File: src/rtl/cpmbox.sv
module cpmbox #(
  parameter int DEPTH    = 8,
  parameter bit IRQ_CTRL = 1'b1
) (
  input  logic        clk,
  input  logic        rst,
  input  logic        bus_wen,
  input  logic        bus_ren,
  input  logic [11:0] bus_addr,
  input  logic [63:0] bus_wdata,
  output logic [63:0] bus_rdata,
  output logic        irq_ap_recv,
  output logic        irq_ap_send,
  output logic        irq_io_recv,
  output logic        irq_io_send
);
  localparam int AW = (DEPTH > 1) ? $clog2(DEPTH) : 1;
  localparam int CW = $clog2(DEPTH + 1);
  localparam logic [11:0] ACK_ADDR = 12'h118;

  function automatic logic [11:0] ctl_addr(input int d);
    return 12'h110 + 12'(4 * d);
  endfunction

  // slot: 0 upper stage, 1 lower push, 2 peek, 3 pop
  function automatic logic [11:0] data_addr(input int d, input int slot);
    return 12'h800 + 12'(32 * d + 8 * slot);
  endfunction

  function automatic logic [AW-1:0] nxt(input logic [AW-1:0] p);
    return (p == AW'(DEPTH - 1)) ? '0 : p + AW'(1);
  endfunction

  logic [CW-1:0] cnt  [2];
  logic [95:0]   head [2];
  logic [63:0]   stat [2];
  logic [1:0]    ovf, full, empty;
  logic [3:0]    cond, irq_vec;

  for (genvar d = 0; d < 2; d++) begin : g_fifo
    logic [95:0]   mem_q [DEPTH];
    logic [63:0]   stage_q;
    logic [AW-1:0] wp_q, rp_q;
    logic [CW-1:0] cnt_q;
    logic          ovf_q;
    logic          push_req, pop_req, push_ok, pop_ok, clr_ovf, stage_wr;

    assign stage_wr = bus_wen && bus_addr == data_addr(d, 0);
    assign push_req = bus_wen && bus_addr == data_addr(d, 1);
    assign pop_req  = bus_ren && bus_addr == data_addr(d, 3);
    assign clr_ovf  = bus_wen && bus_addr == ctl_addr(d) && bus_wdata[0];
    assign push_ok  = push_req && !full[d];
    assign pop_ok   = pop_req && !empty[d];

    always_ff @(posedge clk) begin
      if (push_ok) mem_q[wp_q] <= {stage_q, bus_wdata[31:0]};
    end

    always_ff @(posedge clk) begin
      if (rst) begin
        wp_q    <= '0;
        rp_q    <= '0;
        cnt_q   <= '0;
        ovf_q   <= 1'b0;
        stage_q <= '0;
      end else begin
        if (stage_wr) stage_q <= bus_wdata;
        if (push_ok) wp_q <= nxt(wp_q);
        if (pop_ok) rp_q <= nxt(rp_q);
        if (push_ok && !pop_ok) cnt_q <= cnt_q + CW'(1);
        else if (pop_ok && !push_ok) cnt_q <= cnt_q - CW'(1);
        if (push_req && full[d]) ovf_q <= 1'b1;
        else if (clr_ovf) ovf_q <= 1'b0;
      end
    end

    assign cnt[d]   = cnt_q;
    assign ovf[d]   = ovf_q;
    assign head[d]  = mem_q[rp_q];
    assign full[d]  = cnt_q == CW'(DEPTH);
    assign empty[d] = cnt_q == '0;
    assign stat[d]  = (64'(empty[d]) << 17) | (64'(full[d]) << 16) |
                      (64'(cnt_q) << 8) | 64'(ovf_q);
  end

  always_comb begin
    bus_rdata = '0;
    if (bus_addr == ACK_ADDR) bus_rdata = 64'(irq_vec);
    for (int i = 0; i < 2; i++) begin
      if (bus_addr == ctl_addr(i)) bus_rdata = stat[i];
      if (!empty[i] && bus_addr == data_addr(i, 2)) bus_rdata = head[i][95:32];
      if (!empty[i] && bus_addr == data_addr(i, 3)) bus_rdata = 64'(head[i][31:0]);
    end
  end

  assign cond = {empty[1], ~empty[0], empty[0], ~empty[1]};

  if (IRQ_CTRL) begin : g_ack
    logic [3:0] pend_q, ack_mask;
    assign ack_mask = (bus_wen && bus_addr == ACK_ADDR) ? bus_wdata[3:0] : 4'b0;
    always_ff @(posedge clk) begin
      if (rst) pend_q <= '0;
      else     pend_q <= (pend_q | cond) & ~ack_mask;
    end
    assign irq_vec = pend_q;
  end else begin : g_raw
    assign irq_vec = cond;
  end

  assign irq_ap_recv = irq_vec[0];
  assign irq_ap_send = irq_vec[1];
  assign irq_io_recv = irq_vec[2];
  assign irq_io_send = irq_vec[3];
endmodule

File: config.mk
export PLATFORM = sky130hd
export DESIGN_NAME = cpmbox
export DESIGN_NICKNAME = d
export VERILOG_FILES = /design/src/rtl/cpmbox.sv
export SDC_FILE = /design/constraint.sdc
export NUM_CORES = 1
export LEC_CHECK = 0
export ABC_CLOCK_PERIOD_IN_PS = 40300
export BUFFER_PORTS_ARGS = -buffer_cell sky130_fd_sc_hd__buf_2
export CORE_MARGIN = 1
export CORE_UTILIZATION = 35
export CTS_CLUSTER_DIAMETER = 150
export CTS_CLUSTER_SIZE = 16
export DETAILED_ROUTE_END_ITERATION = 10
export HOLD_SLACK_MARGIN = 0.1
export PLACE_DENSITY_LB_ADDON = 0.15
export SLEW_MARGIN = 0
export SYNTH_ARGS = -nofsm -noshare
export SYNTH_HDL_FRONTEND = slang
export SYNTH_SLANG_ARGS = --single-unit
File: constraint.sdc
create_clock -name clk -period 40.3 [get_ports clk]
set_clock_uncertainty 0.05 [all_clocks]
set_input_delay 6.045 -clock clk [delete_from_list [all_inputs] [get_ports clk]]
set_output_delay 6.045 -clock clk [all_outputs]
set_load 0.01 [all_outputs]
# Word level (Yosys, flattened, before mapping)
# Memory sizes are Yosys's and may differ from the RTL's. A register that Yosys moved wholly into a read port is not among the register bits.
# Index checks and enable logic that the tools add are counted.
[word_totals]
regBits = 154
ram_bits = 1536
inputBits = 80
n_memories = 2
[memory_table]
columns = ["name", "depth", "word_bits", "read_ports", "rd_clocked_by_memory_dff", "wr", "line_no", "text"]
rows = [
  ["g_fifo[0].mem_q", 8, 96, 1, 1, 1, "41", "logic [95:0] mem_q [DEPTH];"],
  ["g_fifo[1].mem_q", 8, 96, 1, 1, 1, "41", ""],
]
[classes]
n_addsub = 8
eq_ne = 17
muxes = 28
bitwise_logic = 11
reduce_logical = 39
[op_table]
columns = ["cell", "count"]
rows = [
  ["$mux 64", 6],
  ["$eq 12x12->1 const B", 8],
  ["$eq 12x9->1 const B", 3],
  ["$or 18x1->18", 2],
  ["$or 18x12->18", 2],
  ["$or 18x17->18", 2],
  ["$logic_and 1x1->1", 25],
  ["$mux 3", 8],
  ["$mux 4", 6],
  ["$add 3x1->3 const B", 4],
  ["$eq 3x3->1 const B", 4],
  ["$add 4x1->4 const B", 2],
  ["$eq 4x4->1 const B", 2],
  ["$logic_not 1->1", 8],
  ["$logic_not 4->1", 2],
  ["$mux 1", 8],
  ["$reduce_bool 2->1", 4],
  ["$sub 4x1->4 const B", 2],
  ["$and 4x4->4", 1],
  ["$not 4->4", 1],
  ["$or 4x4->4", 1],
  ["$not 1->1", 2],
]

# Longest topological paths before layout
# Gate-level depths: netlist of run 1.
[depth]
word_depth = 10
ltp_mapped = 14

# Least setup slack after synthesis of run 1
# No wires, ideal clock.
[synth_path]
path_type = "input -> register"
startpoint = "in bus_addr[2]"
endpoint = "mem g_fifo[1].mem_q[2][0], enable pin"
setup_time_ns = 0.820
arrival_time_ns = 17.099
path_slack_ns = 22.331
stages = 6
n_path_buf = 2
cell_sequence = "buf_6 or4b_1 clkbuf_2 nor3_1 nand3_1 nor4b_1"
[synth_between]
elab_chain_cells = 5
[synth_rtl]
columns = ["element", "line_no", "text"]
rows = [
  ["start, declared", "9", "input logic [11:0] bus_addr,"],
  ["$eq 12x12->1", "49", "assign push_req = bus_wen && bus_addr == data_addr(d, 1);"],
  ["$logic_and 1x1->1", "49", ""],
  ["$logic_and 1x1->1", "52", "assign push_ok = push_req && !full[d];"],
  ["$mux 1", "56", "if (push_ok) mem_q[wp_q] <= {stage_q, bus_wdata[31:0]};"],
  ["$mux 1 (implied by the code)", "56", ""],
  ["end, declared", "41", ""],
]
# No other way between the ends.

# Worst setup path in the final report of run 1
[layout_path]
startpoint = "in bus_addr[5]"
endpoint = "out bus_rdata[0]"
[layout_between]
elab_chain_cells = 8
word_cells_on_any_way = 18
cone_classes = "7 x eq/ne; 7 x mux; 4 x reduce/logical"
[layout_rtl]
columns = ["element", "line_no", "text"]
rows = [
  ["$eq 12x9->1", "88", "if (bus_addr == ACK_ADDR) bus_rdata = 64'(irq_vec);"],
  ["$mux 4", "88", ""],
  ["$mux 64", "90", "if (bus_addr == ctl_addr(i)) bus_rdata = stat[i];"],
  ["$mux 64", "91", "if (!empty[i] && bus_addr == data_addr(i, 2)) bus_rdata = head[i][95:32];"],
  ["$mux 64", "92", "if (!empty[i] && bus_addr == data_addr(i, 3)) bus_rdata = 64'(head[i][31:0]);"],
  ["$mux 64", "90", ""],
  ["$mux 64", "91", ""],
  ["$mux 64 (*)", "92", ""],
  ["end, declared", "11", "output logic [63:0] bus_rdata,"],
]
# Every way passes the cells marked *; elsewhere a longest branch is shown, timed or not.

==> results.py, run 1 <==
metrics = {
    "sta": {
        "finalSetupTns_ps": 0,
        "rsz0062_at_grt": "false",
        "fin_crit_sh": 0.3842,
        "period_minus_slack_ps": 15480,
        "setup_viol": 0,
        "final_hold_viol_count": 0,
        "tightest_slew_ps": 1051,
        "slew_headroom": 0.2996,
        "slew_viol_final": 0,
        "fmax_mhz": 64.59,
    },
    "clocking": {
        "cts.sinks": 1696,
        "htree_levels": 3,
        "cts_buffer_depth": 3,
        "cts_tree": "done",
        "cts_resized": 0,
        "clkTransAtPathRegs_ps": 80,
        "hold_buffers": 0,
        "cts_setup_buffers": 0,
        "cts_root_buffer": "clkbuf_16",
        "insertion_delay_ps": 760,
        "cts_buffers": 116,
    },
    "critical_path": {
        "worstPathRequired_ps": 34200,
        "cp_data_arrival_time_ps": 9390,
        "rrSetupSlack_ps": 36170,
        "reg2reg_from": "g_fifo[0].cnt_q[0]",
        "rr_worst_depth": 11,
        "cp_max_fo": 19,
        "r2r-end": "g_fifo[0].cnt_q[3]",
        "path_class": "in -> out",
        "path_cells": "buf_2, or4bb_1, nor2_1, nand4_1, buf_4, o22ai_1, buf_2",
        "cp_slowest_cell": "nand4_1",
        "crit_top_cell": "buf_2",
        "cpPeakStageDelay_ps": 740,
        "endpoint_kind": "output port",
        "critPathLaunchType": "primary input",
    },
    "run": {
        "maxCapViolations": 0,
    },
    "synth": {
        "synth.avg_cell_area_um2": 20.40,
        "synth_cell_types": 51,
        "synth_commonest_cells": "edfxtp_1 (1536), mux4_2 (380), nand2_1 (282)",
        "syn_inst": 3153,
        "ys_seq_elements": 1696,
        "syn_area_um2": 64320,
        "yosysTopAreaCell": "edfxtp_1",
        "synthTopCellsByArea": "edfxtp_1 (72%), mux4_2 (13%), dfxtp_1 (5.0%)",
        "synth-main-ff-cell": "edfxtp_1",
        "ys_seq_area_frac": 0.7669,
        "yosys_warnings": 0,
        "synth_enable_flop_cells": 1536,
        "synthArstFlopShare": 0,
        "synth_fp_nets": 3249,
        "netlist.area_leader.share": 0.7171,
        "yosysMostFrequentCell": "edfxtp_1",
    },
    "detailed_routing": {
        "wl_per_cell_um": 29.17,
        "drtPass1Iterations": 5,
        "drt_iter0_markers": 2581,
        "vias_per_cell": 5.318,
        "num_vias": 31260,
        "wl_um": 171500,
        "drc_errors": 0,
        "final_antenna_net_count": 0,
    },
    "pwr": {
        "p_leak_uw": 0.02237,
        "combPwrFrac": 0.007,
        "internal_power_uw": 2456,
        "p_sw_frac": 0.1985,
        "clkPwrFrac": 0.375,
        "fin_total_pwr_uw": 3065,
        "p_per_area_nw_per_um2": 42.79,
        "p_switching_uw": 608.4,
        "vdd_drop_max_uv": 34.79,
        "p_seq_frac": 0.618,
    },
    "floorplan": {
        "die_area_um2": 185500,
        "die_height_um": 430.7,
        "boundaryPins": 148,
        "start_util": 0.3540,
        "die_w_um": 430.7,
        "rows": 156,
        "core-area_um2": 181700,
    },
    "placed_design": {
        "io_buffers": 147,
        "dpl.hpwl_um": 95490,
        "gp_congestion": 0.7520,
    },
    "grt": {
        "grt_use_met3": 0.02537,
        "grt_max_degree": 125,
        "grt.busiest_layer": "met2",
        "grt_pass1_wl_um": 243400,
        "grt.overflow.total": 0,
        "antenna_found_initial": 15,
        "use_met1": 0.2599,
        "grt_pass1_vias": 31590,
        "use_met2": 0.3057,
        "track_usage": 0.1843,
    },
    "hold_path": {
        "min_path_type": "reg -> reg",
        "holdPathStages": 2,
        "hold_start": "g_fifo[1].rp_q[2]",
    },
    "final_layout": {
        "utilization": 0.3941,
        "nNetsFinal": 3421,
        "area_growth_syn_to_layout_pct": 11.35,
        "seq_area_um2": 49350,
        "drive_gt1_frac": 0.2289,
        "multi_input_area_um2": 14340,
        "nFillCells": 16360,
    },
    "status": {
        "status": "complete, no violations",
    },
}
per-stage QoR:
stage	instance area [µm²]	cells	hold WS, ps	setup WS, ps
after global placement	68200	5656	409.9	24960
after CTS	71610	5874	430.9	24910
final	71620	5878	424.7	24820
after global routing	71610	5875	450.7	24810
after floorplan	64320	3153	399.6	22330
after detailed placement	68200	5656	424.6	24910
final cells by class:
type	count	share of cell area
Timing Repair Buffer	228	0.01972
Multi-Input combinational cell	1275	0.2002
Antenna cell	4	0.0001398
Tap cell	2449	0.04278
Sequential cell	1696	0.6891
Inverter	8	0.0004193
Clock inverter	5	0.001013
Clock buffer	213	0.04664
critical path: cells and delay by family:
| kind | cells | cell delay, ps |
|---|---|---|
| AOI/OAI and AO/OA | 1 | 520 |
| buffers and inverters | 3 | 1070 |
| and+or+nand+nor | 3 | 1720 |
how the worst max path moves through the flow:
stage | slack, ps | from | end
2_1_floorplan | 22330 | bus_addr[2] | g_fifo[1].mem_q[2][0]
3_3_place_gp | 24960 | bus_addr[5] | bus_rdata[0]
3_5_place_dp | 24910 | bus_addr[5] | bus_rdata[0]
4_1_cts | 24910 | bus_addr[5] | bus_rdata[0]
5_1_grt | 24810 | bus_addr[5] | bus_rdata[0]
6_report | 24820 | bus_addr[5] | bus_rdata[0]
power by group through the flow:
stage | logic, µW | clock network (µW) | registers [µW]
4_1_cts | 22.5 | 1190 | 1890
6_report | 22.1 | 1150 | 1890
3_5_place_dp | 22.5 | 0 | 1930
5_1_grt | 23.6 | 1240 | 1890
2_1_floorplan | 3.47 | 0 | 1940
3_3_place_gp | 22.3 | 0 | 1930
routing by layer:
metal	up-vias	routed length, µm
li1	13210	-
met1	17120	77430
met2	740	83590
met3	190	7267
met4	4	3138
met5	-	18
placed cells by master, fill, tap and decap left out, types with 12 or more instances in the layout:
cell type / Yosys / routed
nand2_1: 282 / 282
nor2_1: 33 / 27
mux2_2: 12 / 12
o22ai_1: 61 / 61
clkbuf_16: 0 / 119
buf_2: 56 / 146
clkbuf_1: 87 / 93
edfxtp_1: 1536 / 1536
dfxtp_1: 160 / 154
o221ai_1: 14 / 14
nand3_1: 12 / 12
o22a_1: 19 / 19
buf_4: 3 / 76
mux2i_1: 186 / 186
ha_1: 14 / 14
a21oi_1: 151 / 151
mux4_2: 380 / 380
state kept, by name (all words and copies together), names as in the netlist, named ones only:
register / flops
g_fifo.rp_q: 6
g_fifo.ovf_q: 2
g_ack.pend_q: 4
g_fifo.cnt_q: 8
g_fifo.stage_q: 128
g_fifo.mem_q: 1536
g_fifo.wp_q: 6
cells by family after synthesis:
group / share of synthesized area
multiplexers: 0.1641
adder cells (fa/ha/maj): 0.003346
flip-flops: 0.7669
AND/OR/NAND/NOR: 0.02729
AO/OA/AOI/OAI: 0.02552
XOR/XNOR: 0.0008170
buffers and inverters: 0.01202
Note: power is estimated with default switching activity, not from simulation.
==> inputs of run 2 (changes only) <==
--- a/config.mk
+++ b/config.mk
@@ -5,7 +5,8 @@
 export SDC_FILE = /design/constraint.sdc
 export NUM_CORES = 1
 export LEC_CHECK = 0
-export ABC_CLOCK_PERIOD_IN_PS = 40300
+export ABC_AREA = 1
+export ABC_CLOCK_PERIOD_IN_PS = 13440
 export BUFFER_PORTS_ARGS = -buffer_cell sky130_fd_sc_hd__buf_2
 export CORE_MARGIN = 1
 export CORE_UTILIZATION = 35
==> constraint.sdc (replaced) <==
create_clock -name clk -period 13.44 [get_ports clk]
set_clock_uncertainty 0.05 [all_clocks]
set_input_delay 2.016 -clock clk [delete_from_list [all_inputs] [get_ports clk]]
set_output_delay 2.016 -clock clk [all_outputs]
set_load 0.01 [all_outputs]
==> run 2 against run 1 <==
Compared with the run above: routed wire length increased by 22%; clock power increased to 3.0 times the previous value; worst hold slack got worse by 8.4 ps; register-to-register slack got worse by 27000 ps; global-route usage increased by 2.8 points.
==> results.py, run 2 <==
metrics = {
    "placed_design": {
        "gp_congestion": 0.8437,
        "io_buffers": 147,
        "dp_cells": 8070,
        "dpl.hpwl_um": 102300,
    },
    "critical_path": {
        "cp_max_fo": 48,
        "cpPeakStageDelay_ps": 660,
        "path_cells": "buf_2, inv_1, nand2_1, nor2_1, nand2_1, nor2_4, buf_4, clkinv_2, buf_4, nand2_1, inv_1, a21oi_1, buf_2",
        "crit_top_cell": "nand2_1",
        "reg2reg_from": "g_fifo[0].cnt_q[1]",
        "worstPathRequired_ps": 11370,
        "cp_data_arrival_time_ps": 5830,
        "timing.critical_path.from": "bus_addr[6]",
        "critPathLaunchType": "primary input",
        "cp_slowest_cell": "clkinv_2",
        "crit_buf_inv": 7,
        "rrSetupSlack_ps": 9510,
        "critPathTopFamily": "buffers and inverters",
        "path_class": "in -> out",
        "endpoint_kind": "output port",
    },
    "pwr": {
        "p_switching_uw": 1879,
        "vdd_drop_max_uv": 109.9,
        "p_leak_uw": 0.02694,
        "p_sw_frac": 0.2035,
        "internal_power_uw": 7353,
        "clkPwrFrac": 0.377,
        "p_seq_frac": 0.615,
        "p_per_area_nw_per_um2": 124.8,
        "combPwrFrac": 0.008,
    },
    "clocking": {
        "cts_tree": "done",
        "clkTransAtPathRegs_ps": 80,
        "cts_root_buffer": "clkbuf_16",
        "insertion_delay_ps": 780,
        "hold_buffers": 0,
        "cts.sinks": 1696,
        "cts_resized": 0,
        "htree_levels": 3,
        "cts_buffers": 116,
        "cts_buffer_depth": 3,
        "cts_setup_buffers": 0,
    },
    "final_layout": {
        "final_common_cell": "edfxtp_1",
        "nNetsFinal": 5773,
        "fin_cells": 8290,
        "top_register": "g_fifo.mem_q",
        "drive_gt1_frac": 0.07081,
        "reg.largest.list": "g_fifo.mem_q: 1536 flops, g_fifo.stage_q: 128 flops, g_fifo.cnt_q: 8 flops",
        "area_growth_syn_to_layout_pct": 9.472,
        "largest_reg_flops": 1536,
        "layout_common_cells": "edfxtp_1 (1536), nand2_1 (1295), nand3_1 (901), nor2_1 (607), o21ai_0 (349)",
    },
    "synth": {
        "ys_seq_area_frac": 0.7302,
        "synth-main-ff-cell": "edfxtp_1",
        "ys_seq_elements": 1696,
        "synth_fp_nets": 5806,
        "synthArstFlopShare": 0,
        "yosysTopAreaCell": "edfxtp_1",
        "synth_enable_flop_cells": 1536,
        "synth_cell_types": 37,
        "yosysMostFrequentCell": "edfxtp_1",
        "synth_commonest_cells": "edfxtp_1 (1536), nand2_1 (1298), nand3_1 (901)",
        "yosys_warnings": 0,
        "syn_inst": 5710,
        "syn_area_um2": 67550,
        "synth.avg_cell_area_um2": 11.83,
        "netlist.area_leader.share": 0.6828,
        "synthTopCellsByArea": "edfxtp_1 (68%), nand2_1 (7.2%), nand3_1 (6.7%)",
    },
    "grt": {
        "use_met2": 0.3625,
        "grt_pass1_vias": 41660,
        "grt_pass1_wl_um": 302600,
        "grt_use_met3": 0.02371,
        "grt.overflow.total": 0,
        "grt_max_degree": 191,
        "antenna_found_initial": 17,
        "grt.busiest_layer": "met2",
        "track_usage": 0.2122,
        "use_met1": 0.2870,
    },
    "floorplan": {
        "core-area_um2": 191000,
        "rows": 160,
        "boundaryPins": 148,
        "die_area_um2": 194800,
        "die_height_um": 441.3,
        "die_w_um": 441.3,
        "start_util": 0.3537,
    },
    "detailed_routing": {
        "vias_per_cell": 5.262,
        "wl_per_cell_um": 25.16,
        "num_vias": 43620,
        "final_antenna_net_count": 0,
        "drtPass1Iterations": 7,
        "drt_iter0_markers": 3587,
        "wl_um": 208600,
        "drc_errors": 0,
    },
    "sta": {
        "final_hold_viol_count": 0,
        "fmax_mhz": 126.6,
        "tightest_slew_ps": 1180,
        "slew_headroom": 0.2137,
        "rsz0062_at_grt": "false",
        "fin_crit_sh": 0.5876,
        "period_minus_slack_ps": 7897,
        "slew_viol_final": 0,
        "finalSetupTns_ps": 0,
        "setup_viol": 0,
    },
    "status": {
        "status": "complete, no violations",
    },
    "hold_path": {
        "min_path_type": "reg -> reg",
        "hold_start": "g_fifo[1].rp_q[1]",
    },
    "run": {
        "maxCapViolations": 0,
    },
}
run 2: changes by cell type after synthesis, moves of 112 or more:
cell and delta:
nand2_1 +1016, nand3_1 +889, nor2_1 +574, mux4_2 -380, o21ai_0 +340, mux2i_1 -186
buf_2 +112
run 2: kinds of logic (layout without fill, tap and decap cells):
logic type / after synthesis / in the layout / share of synthesized area
and+or+nand+nor: 2836 / 2836 / 0.1754
DFF: 1696 / 1696 / 0.7302
adders and majority gates: 16 / 16 / 0.003186
other: 0 / 3 / 0
buffers and inverters: 490 / 556 / 0.03288
xor gates and xnor gates: 2 / 2 / 0.0002594
AOI/OAI and AO/OA: 670 / 670 / 0.05805
run 2: path summary, 6_finish.rpt:
kind                            depth (start not counted)                    end
worst max-delay path                                   13          bus_rdata[10]
worst min-delay path                                    2                   flop
worst max register to register                          8  g_fifo[0].mem_q[1][7]
worst min register to register                          2                   flop
run 2: power by group through the flow:
stage	sequential, µW	clock (µW)	combinational (µW)
6_report	5680	3480	71.2
5_1_grt	5680	3740	78.1
4_1_cts	5680	3570	72.2
3_5_place_dp	5800	0	72.2
3_3_place_gp	5800	0	71.4
2_1_floorplan	5800	0	16.0
run 2: worst min-delay path, delay by kind of cell (launching register included):
| kind | cells | cell delay, ps |
|---|---|---|
| DFF | 1 | 320 |
| AOI/OAI and AO/OA | 1 | 60 |
| buffers and inverters | 1 | 50 |
run 2: area by class of cell:
cell class,count,area (µm²)
Multi-Input combinational cell,3524,16100
Timing Repair Buffer,218,1444
Inverter,121,500.5
Tap cell,2511,3142
Sequential cell,1696,49350
Clock inverter,9,152.6
Fill cell,18510,117000
Clock buffer,208,3248
Antenna cell,3,7.507
run 2: per-layer routing:
metal / part of all wire / vias up
li1: - / 20110
met1: 0.44 / 22120
met2: 0.49 / 1134
met3: 0.043 / 257
met4: 0.026 / 4
met5: 0.00012 / -
run 2: metrics by stage:
stage | total power, µW | hold slack, ps | instance area [µm²] | setup WS, ps | utilization
4_1_cts | 9318 | 416.2 | 73940 | 5478 | 0.3872
3_3_place_gp | 5872 | 397.6 | 70540 | 5515 | 0.3694
3_5_place_dp | 5873 | 404.6 | 70540 | 5484 | 0.3694
6_report | 9231 | 416.2 | 73950 | 5543 | 0.3872
2_1_floorplan | 5818 | 389.1 | 67550 | 3333 | -
5_1_grt | 9492 | 451.5 | 73950 | 5461 | 0.3872
